File: config.mk
export PLATFORM = sky130hd
export DESIGN_NAME = lnk_integrity
export DESIGN_NICKNAME = d
export VERILOG_FILES = /design/src/rtl/lnk_pkg.sv /design/src/rtl/lnk_loss_timer.sv /design/src/rtl/lnk_pulse_qual.sv /design/src/rtl/lnk_state_ctl.sv /design/src/rtl/lnk_integrity.sv
export SDC_FILE = /design/constraint.sdc
export NUM_CORES = 1
export LEC_CHECK = 0
export BUFFER_PORTS_ARGS = -buffer_cell sky130_fd_sc_hd__buf_4
export CAP_MARGIN = 10
export CORE_ASPECT_RATIO = 1.25
export CORE_MARGIN = 3
export CORE_UTILIZATION = 25
export CTS_BUF_LIST = sky130_fd_sc_hd__clkbuf_8 sky130_fd_sc_hd__clkbuf_16
export DETAILED_ROUTE_END_ITERATION = 10
export GPL_TIMING_DRIVEN = 0
export HOLD_SLACK_MARGIN = 0.08
export PLACE_DENSITY = 0.45
export SYNTH_ARGS = -nofsm -noshare
export SYNTH_HDL_FRONTEND = slang
export SYNTH_HIERARCHICAL = 1
export SYNTH_SLANG_ARGS = --single-unit
File: constraint.sdc
create_clock -name clk -period 4 [get_ports clk]
set_clock_uncertainty 0.05 [all_clocks]
set_input_delay 0.8 -clock clk [delete_from_list [all_inputs] [get_ports clk]]
set_output_delay 0.8 -clock clk [all_outputs]
set_load 0.01 [all_outputs]
File: src/rtl/lnk_pkg.sv
package lnk_pkg;
  typedef enum logic [1:0] {
    ST_DOWN  = 2'd0,
    ST_ARMED = 2'd1,
    ST_UP    = 2'd2
  } lnk_state_e;
endpackage

File: src/rtl/lnk_loss_timer.sv
module lnk_loss_timer #(
  parameter int LIMIT = 1000
) (
  input  logic clk,
  input  logic rst_n,
  input  logic restart,
  output logic expired
);
  localparam int W = $clog2(LIMIT + 1);
  localparam logic [W-1:0] LIM = W'(LIMIT);

  logic [W-1:0] cnt_q;

  always_ff @(posedge clk or negedge rst_n) begin
    if (!rst_n) begin
      cnt_q <= '0;
    end else if (restart) begin
      cnt_q <= '0;
    end else if (cnt_q != LIM) begin
      cnt_q <= cnt_q + 1'b1;
    end
  end

  // Any restart in the same cycle takes precedence over expiry.
  assign expired = (cnt_q == LIM) && !restart;
endmodule

File: src/rtl/lnk_pulse_qual.sv
module lnk_pulse_qual #(
  parameter int MIN_GAP = 4,
  parameter int MAX_GAP = 12,
  parameter int RUN_LEN = 3
) (
  input  logic clk,
  input  logic rst_n,
  input  logic enable,
  input  logic pulse,
  output logic run_done
);
  localparam int GW = $clog2(MAX_GAP + 1);
  localparam int RW = $clog2(RUN_LEN + 1);
  localparam logic [GW-1:0] GAP_SAT = GW'(MAX_GAP);
  localparam logic [GW:0]   LO      = (GW+1)'(MIN_GAP);
  localparam logic [GW:0]   HI      = (GW+1)'(MAX_GAP);
  localparam logic [RW-1:0] RUN_TOP = RW'(RUN_LEN);

  logic [GW-1:0] gap_q;
  logic [RW-1:0] run_q;
  logic [GW:0]   spacing;
  logic          spacing_ok;
  logic [RW-1:0] run_nxt;

  always_comb begin
    spacing    = {1'b0, gap_q} + 1'b1;
    spacing_ok = (run_q != '0) && (spacing >= LO) && (spacing <= HI);
    if (!spacing_ok) begin
      run_nxt = RW'(1);
    end else if (run_q == RUN_TOP) begin
      run_nxt = RUN_TOP;
    end else begin
      run_nxt = run_q + 1'b1;
    end
  end

  always_ff @(posedge clk or negedge rst_n) begin
    if (!rst_n) begin
      gap_q <= '0;
      run_q <= '0;
    end else if (!enable) begin
      gap_q <= '0;
      run_q <= '0;
    end else if (pulse) begin
      gap_q <= '0;
      run_q <= run_nxt;
    end else if (gap_q != GAP_SAT) begin
      gap_q <= gap_q + 1'b1;
    end
  end

  assign run_done = enable && pulse && (run_nxt == RUN_TOP);
endmodule

File: src/rtl/lnk_state_ctl.sv
module lnk_state_ctl
  import lnk_pkg::*;
(
  input  logic       clk,
  input  logic       rst_n,
  input  logic       data_vld,
  input  logic       idle_det,
  input  logic       data_only,
  input  logic       force_pass,
  input  logic       loss_expired,
  input  logic       ltp_done,
  output lnk_state_e state
);
  lnk_state_e state_q, state_d;

  always_comb begin
    state_d = state_q;
    if (force_pass) begin
      state_d = ST_UP;
    end else begin
      unique case (state_q)
        ST_DOWN: begin
          if (data_vld)      state_d = data_only ? ST_UP : ST_ARMED;
          else if (ltp_done) state_d = ST_UP;
        end
        ST_ARMED: begin
          if (idle_det)          state_d = ST_UP;
          else if (loss_expired) state_d = ST_DOWN;
        end
        ST_UP: begin
          if (loss_expired) state_d = ST_DOWN;
        end
        default: state_d = ST_DOWN;
      endcase
    end
  end

  always_ff @(posedge clk or negedge rst_n) begin
    if (!rst_n) state_q <= ST_DOWN;
    else        state_q <= state_d;
  end

  assign state = state_q;
endmodule

File: src/rtl/lnk_integrity.sv
module lnk_integrity
  import lnk_pkg::*;
#(
  parameter int LOSS_CYCLES = 1000000,
  parameter int LTP_MIN_GAP = 40000,
  parameter int LTP_MAX_GAP = 500000,
  parameter int LTP_RUN     = 4
) (
  input  logic       clk,
  input  logic       rst_n,
  input  logic       rx_data_vld,
  input  logic       rx_idle_det,
  input  logic       rx_ltp_det,
  input  logic       cfg_force_pass,
  input  logic       cfg_data_only,
  output logic       link_up,
  output logic [1:0] link_state
);
  lnk_state_e state;
  logic       timer_restart;
  logic       loss_expired;
  logic       ltp_done;

  // Fresh timer on entry to armed/up, on activity, and while forced.
  assign timer_restart = cfg_force_pass || rx_data_vld || rx_ltp_det ||
                         (state == ST_DOWN) ||
                         ((state == ST_ARMED) && rx_idle_det);

  lnk_loss_timer #(
    .LIMIT(LOSS_CYCLES)
  ) u_timer (
    .clk    (clk),
    .rst_n  (rst_n),
    .restart(timer_restart),
    .expired(loss_expired)
  );

  lnk_pulse_qual #(
    .MIN_GAP(LTP_MIN_GAP),
    .MAX_GAP(LTP_MAX_GAP),
    .RUN_LEN(LTP_RUN)
  ) u_ltp (
    .clk     (clk),
    .rst_n   (rst_n),
    .enable  (state == ST_DOWN),
    .pulse   (rx_ltp_det),
    .run_done(ltp_done)
  );

  lnk_state_ctl u_ctl (
    .clk         (clk),
    .rst_n       (rst_n),
    .data_vld    (rx_data_vld),
    .idle_det    (rx_idle_det),
    .data_only   (cfg_data_only),
    .force_pass  (cfg_force_pass),
    .loss_expired(loss_expired),
    .ltp_done    (ltp_done),
    .state       (state)
  );

  assign link_up    = (state == ST_UP);
  assign link_state = state;
endmodule

* After elaboration in Yosys (flattened, before gate mapping)
Cells that the tools add are included.
** Storage, ports and cells
- Flip-flop bits (word level) :: 44
- Input port bits :: 7
- Output and inout bits :: 3
- Logic and storage cells :: 50
** Operators by class
- $add $sub $neg :: 4
- $lt $le $gt $ge :: 2
- Eq/ne operators :: 10
- Multiplexer cells :: 16
- Reductions and logical operators :: 14
** Operator list (count)
- $mux 19 :: 3
- $mux 20 :: 2
- $add 19x1->20 const B :: 1
- $add 20x1->20 const B :: 1
- $eq 20x20->1 const B :: 1
- $ge 20x16->1 const B :: 1
- $le 20x19->1 const B :: 1
- $ne 20x20->1 const B :: 1
- $add 19x1->19 const B :: 1
- $ne 19x19->1 const B :: 1
- $mux 2 :: 6
- $mux 3 :: 4
- $eq 3x3->1 const B :: 2
- $logic_and 1x1->1 :: 6
- $pmux 2 s3 :: 1
- $logic_or 1x1->1 :: 4
- $ne 4x4->1 const B :: 1
- $add 3x1->3 const B :: 1
- $ne 3x3->1 const B :: 1
- $reduce_bool 3->1 :: 1
- $eq 2x1->1 const B :: 1
- $eq 2x2->1 const B :: 1
- $logic_not 2->1 :: 1
- $ne 2x2->1 const B :: 1
- 2 further kinds :: 2

* Depth between registers and ports, before layout
- Depth in word-level cells :: 11
- Gate-level depth with buffers :: 12
- Mapped depth without buffers :: 11

* By module
Netlist, hierarchy kept.
** By module, submodules not included
- lnk_pulse_qual :: times used 1, cells each 206, area each 1641.6 µm², seq. area each 550.5 µm²
- lnk_loss_timer :: times used 1, cells each 119, area each 1108.6 µm², seq. area each 500.5 µm²
- lnk_state_ctl :: times used 1, cells each 12, area each 106.4 µm², seq. area each 50.0 µm²
- lnk_integrity :: times used 1, cells each 5, area each 28.8 µm², seq. area each 0.0 µm²

* Worst setup path after synthesis
No wires, ideal clock.
- Path type :: flip-flop to flip-flop
- Start point :: reg u_ltp.gap_q[1]
- End point :: reg u_ctl.state_q[1] (netlist: u_ctl/state[1])
- Library setup time :: 0.121 ns
- Data arrival time :: 2.676 ns
- Data required time :: 3.829 ns
- Slack :: 1.154 ns
- Stages on the path, launching flop included :: 13
- Buffers on the path :: 1
- Clock period less this slack :: 2.846 ns
- Cells stage by stage :: dfrtp_1 > ha_1 > buf_2 > nand4_1 > nor2_1 > and3_1 > xnor2_1 > or3_1 > a31oi_1 > nor4_1 > mux2_1 > o21ai_1 > nand2_1
** Between the ends
- Cells in the longest elaborated chain, start to end :: 8
- Elaborated cells between the ends (all ways) :: 9
- Classes of those cells :: add/sub (1); order compare (2); eq/ne (2); mux (1); reduce/logical (3)
** Ends and longest elaborated chain
- start, declared :: line lnk_pulse_qual.sv:19 : logic [GW-1:0] gap_q;
- start signal, assigned :: line lnk_pulse_qual.sv:48 : gap_q <= gap_q + 1'b1;
- $add 19x1->20 * :: line lnk_pulse_qual.sv:26 : spacing = {1'b0, gap_q} + 1'b1;
- $ge 20x16->1 :: line lnk_pulse_qual.sv:27 : spacing_ok = (run_q != '0) && (spacing >= LO) && (spacing <= HI);
- $logic_and 1x1->1 :: line lnk_pulse_qual.sv:27
- $logic_and 1x1->1 * :: line lnk_pulse_qual.sv:27
- $mux 3 * :: line lnk_pulse_qual.sv:28 : if (!spacing_ok) begin
- $eq 3x3->1 * :: line lnk_pulse_qual.sv:52 : assign run_done = enable && pulse && (run_nxt == RUN_TOP);
- $logic_and 1x1->1 * :: line lnk_pulse_qual.sv:52
- via ltp_done :: line lnk_integrity.sv:22 : logic ltp_done;
- $ne 4x4->1 (no source line) *
- end signal, assigned :: line lnk_state_ctl.sv:40 : else state_q <= state_d;
- end, declared :: line lnk_state_ctl.sv:14 : lnk_state_e state_q, state_d;
Mark *: on every way through the listed nets, which the timed path passes. The rest lies on a longest branch.
A chain may end at the register's enable or synchronous reset.

* Worst setup path in the final report
- Start point :: reg u_ltp.gap_q[0]
- End point :: reg u_ctl.state_q[1] (netlist: u_ctl/state[1])
Same word-level chain as after synthesis.

==> flow_metrics.env <==
export IMPL_rr_worst_depth=12
export IMPL_root_buffer="clkbuf_16"
export IMPL_ys_types=56
export IMPL_port_buffers=9
export IMPL_rsz0062_at_grt="false"
export IMPL_r2r_start="u_ltp/gap_q[0]$_DFFE_PN0P_"
export IMPL_syn_avg_cell_area_um2=8.44
export IMPL_boundaryPins=10
export IMPL_min_period_ns=3.58
export IMPL_vias=2485
export IMPL_layout_common_cells="dfrtp_1, nor2_1, nand2_1"
export IMPL_tightest_slew_ns=0.623
export IMPL_power_density_mw_per_mm2=267
export IMPL_fin_tns_setup_ns=0
export IMPL_crit_path_cell_trace="ha_1, buf_2, nand4_1, nor2_1, and3_1, xnor2_1, or3_1, a31oi_1, nor4_1, mux2_1, o21ai_1, nand2_1"
export IMPL_synth_edf_count=0
export IMPL_cp_top_family="simple AND/OR/NAND/NOR gates"
export IMPL_cts_buffers_inserted=5
export IMPL_start_kind="register"
export IMPL_crit_fanout=8
export IMPL_grt_first_pass_wirelength_um=12200
export IMPL_clock_path_buffers=2
export IMPL_routedWlPerCell_um=14.1
export IMPL_die_h_um=126
export IMPL_drv_slew=0
export IMPL_final_common_cell="dfrtp_1"
export IMPL_r2r_end="u_ctl/state[1]$_DFFE_PN0P_"
export IMPL_synth_top_cell_by_area="dfrtp_1"
export IMPL_leakage_nw=1.15
export IMPL_dieArea_mm2=0.0129
export IMPL_crit_arrival_ns=3.71
export IMPL_clock_sinks=44
export IMPL_ys_flop_type="dfrtp_1"
export IMPL_nets=371
export IMPL_async_reset_ff_share_pct=100
export IMPL_n_fill_cell=1243
export IMPL_cts_tree="done"
export IMPL_ctsHtreeMaxLevel=2
export IMPL_post_route_period_util_pct=89.6
export IMPL_hold_path_class="in -> async"
export IMPL_yosysTopAreaCellShare_pct=38.2
export IMPL_cts_resized=0
export IMPL_fmax_mhz=279
export IMPL_worstSetupPathType="reg -> reg"
export IMPL_syn_num_nets=355
export IMPL_required_ns=4.12
export IMPL_ys_seq_elements=44
export IMPL_wl_um=6930
export IMPL_cpMaxStageDelayCell="nor2_1"
export IMPL_cts_setup_buffers=0
export IMPL_track_usage_pct=11.4
export IMPL_ys_seq_area_share_pct=38.2
export IMPL_place_congestion=0.815
export IMPL_dp_slack_ns=0.469
export IMPL_route_detailed_drc=0
export IMPL_path_clk_slew_ns=0.07
export IMPL_maxCapViolCount=0
export IMPL_max_stage_delay_ns=0.56
export IMPL_finalHoldViolations=0
export IMPL_setup_viol=0
export IMPL_dr_pass1_iters=4
export IMPL_critPathCaptureType="register"
export IMPL_synthTopCellsByArea="dfrtp_1, nor2_1, xnor2_1, nand2_1, nand3_1"
export IMPL_n_antenna_cell=0
export IMPL_outcome="complete, no violations"
export IMPL_worst_path_buf_inv=1
export IMPL_syn_to_final_growth_pct=13.0
export IMPL_start_util_pct=25.8
export IMPL_vias_per_cell=5.04
export IMPL_grt_pass1_vias=2479
export IMPL_ir_drop_uv=129
export IMPL_layout_setup_ws_ns=0.417
export IMPL_dieWidth_um=102
export IMPL_ant_nets=0
export IMPL_yosysWarnings=6
export IMPL_maxSlewHeadroom_pct=58.3
export IMPL_drt_iter0_markers=88
export IMPL_grt_overflow_total=0
export IMPL_grt_max_degree=45
export IMPL_antenna_found_initial=0
export IMPL_ctsHoldBuffers=0
export IMPL_netlist_area_mm2=0.00289
export IMPL_core_area_mm2=0.0112
export IMPL_ff2ff_setup_slack_ns=0.42
export IMPL_rows=43
export IMPL_drive_above_1_share_pct=9.22
export IMPL_netlist_instances=342
export IMPL_place_hpwl_um=4960
export IMPL_clk_latency_ns=0.28
-- where the power goes --
part	total [W]	switching [W]	internal, W	leakage (nW)
clock network	0.000403	0.000176	0.000227	0.0657
logic	0.0000230	0.0000165	0.00000651	0.479
registers	0.000446	0.000000656	0.000445	0.609
total	0.000872	0.000193	0.000679	1.15
-- layout make-up --
class,count,area (µm²),area share (%)
Clock buffer,5,125,3.84
Buffer,20,92.6,2.84
Clock inverter,2,12.5,0.384
Multi-Input combinational cell,263,1640,50.2
Sequential cell,44,1100,33.8
Inverter,15,56.3,1.73
Tap cell,135,169,5.18
Timing Repair Buffer,9,67.6,2.07
-- worst reg2reg max path, stage by stage, from the launching register on --
cell	delay [ns]
dfrtp_1	0.48
ha_1	0.18
buf_2	0.18
nand4_1	0.25
nor2_1	0.56
and3_1	0.31
xnor2_1	0.09
or3_1	0.38
a31oi_1	0.37
nor4_1	0.13
mux2_1	0.31
o21ai_1	0.13
nand2_1	0.06
-- synth_stat cells, drive strengths merged (2+ instances only) --
| cell | instances |
|---|---|
| xor2 | 10 |
| xnor2 | 17 |
| a31oi | 3 |
| and3 | 6 |
| o21a | 3 |
| a211o | 4 |
| mux2i | 3 |
| or3 | 10 |
| nor2 | 40 |
| nor4 | 11 |
| nor4b | 3 |
| a21oi | 18 |
| clkbuf | 12 |
| o41ai | 2 |
| nand3b | 4 |
| and2 | 2 |
| o32ai | 2 |
| inv | 15 |
| ha | 6 |
| nand4b | 2 |
| buf | 8 |
| and4 | 2 |
| a22oi | 2 |
| nor2b | 3 |
| nor3 | 13 |
| nand2b | 2 |
| o31ai | 2 |
| nand4 | 13 |
| dfrtp | 44 |
| o21ai | 16 |
| nand2 | 28 |
| nand3 | 21 |
| o211ai | 2 |
-- sequential cells by signal (all words and copies together) (netlist names) --
signal,cells
u_ctl/state,2
u_ltp/gap_q,19
u_ltp/run_q,3
u_timer/cnt_q,20
-- through the flow --
stage | cell area, µm² | total power, W | util [%] | hold slack (ns) | instances
finish | 3260 | 0.000872 | 29.1 | 0.464 | 493
global route | 3260 | 0.000913 | 29.1 | 0.516 | 493
CTS | 3260 | 0.000895 | 29.1 | 0.500 | 493
detailed placement | 3120 | 0.000479 | 27.9 | 0.495 | 486
global placement | 3120 | 0.000479 | 27.9 | 0.487 | 486
floorplan | 2890 | 0.000461 | - | 0.454 | 342
-- worst max-delay path by stage --
stage | from | to | cells after the start
after CTS | u_ltp/gap_q[1]$_DFFE_PN0P_ | u_ctl/state[1]$_DFFE_PN0P_ | 12
after detailed placement | u_ltp/gap_q[1]$_DFFE_PN0P_ | u_ctl/state[1]$_DFFE_PN0P_ | 12
after floorplan | u_ltp/gap_q[1]$_DFFE_PN0P_ | u_ctl/state[1]$_DFFE_PN0P_ | 12
after global routing | u_ltp/gap_q[1]$_DFFE_PN0P_ | u_ctl/state[1]$_DFFE_PN0P_ | 12
after global placement | u_ltp/gap_q[1]$_DFFE_PN0P_ | u_ctl/state[1]$_DFFE_PN0P_ | 12
final | u_ltp/gap_q[0]$_DFFE_PN0P_ | u_ctl/state[1]$_DFFE_PN0P_ | 12
-- per-layer routing --
layer / vias to the layer above / part of all wire (%) / GRT usage (%)
met3: 8 / 1.8 / 1.94
met1: 1198 / 46 / 14.8
met2: 21 / 51 / 19.2
li1: 1258 / - / -
met5: - / 0 / 0
met4: 0 / 1.5 / 3.55
-- kinds of logic (layout without fill, tap and decap cells) --
logic type / count (synthesis) / count (layout) / synth area share, %
AO/OA/AOI/OAI: 60 / 60 / 13.1
XOR/XNOR: 27 / 27 / 8.20
adder cells (fa/ha/maj): 6 / 6 / 2.60
buffers and inverters: 35 / 51 / 5.16
flip-flops: 44 / 44 / 38.2
multiplexers: 4 / 4 / 1.43
AND/OR/NAND/NOR: 166 / 166 / 31.4
No activity file was read; power rests on OpenSTA's default activity.
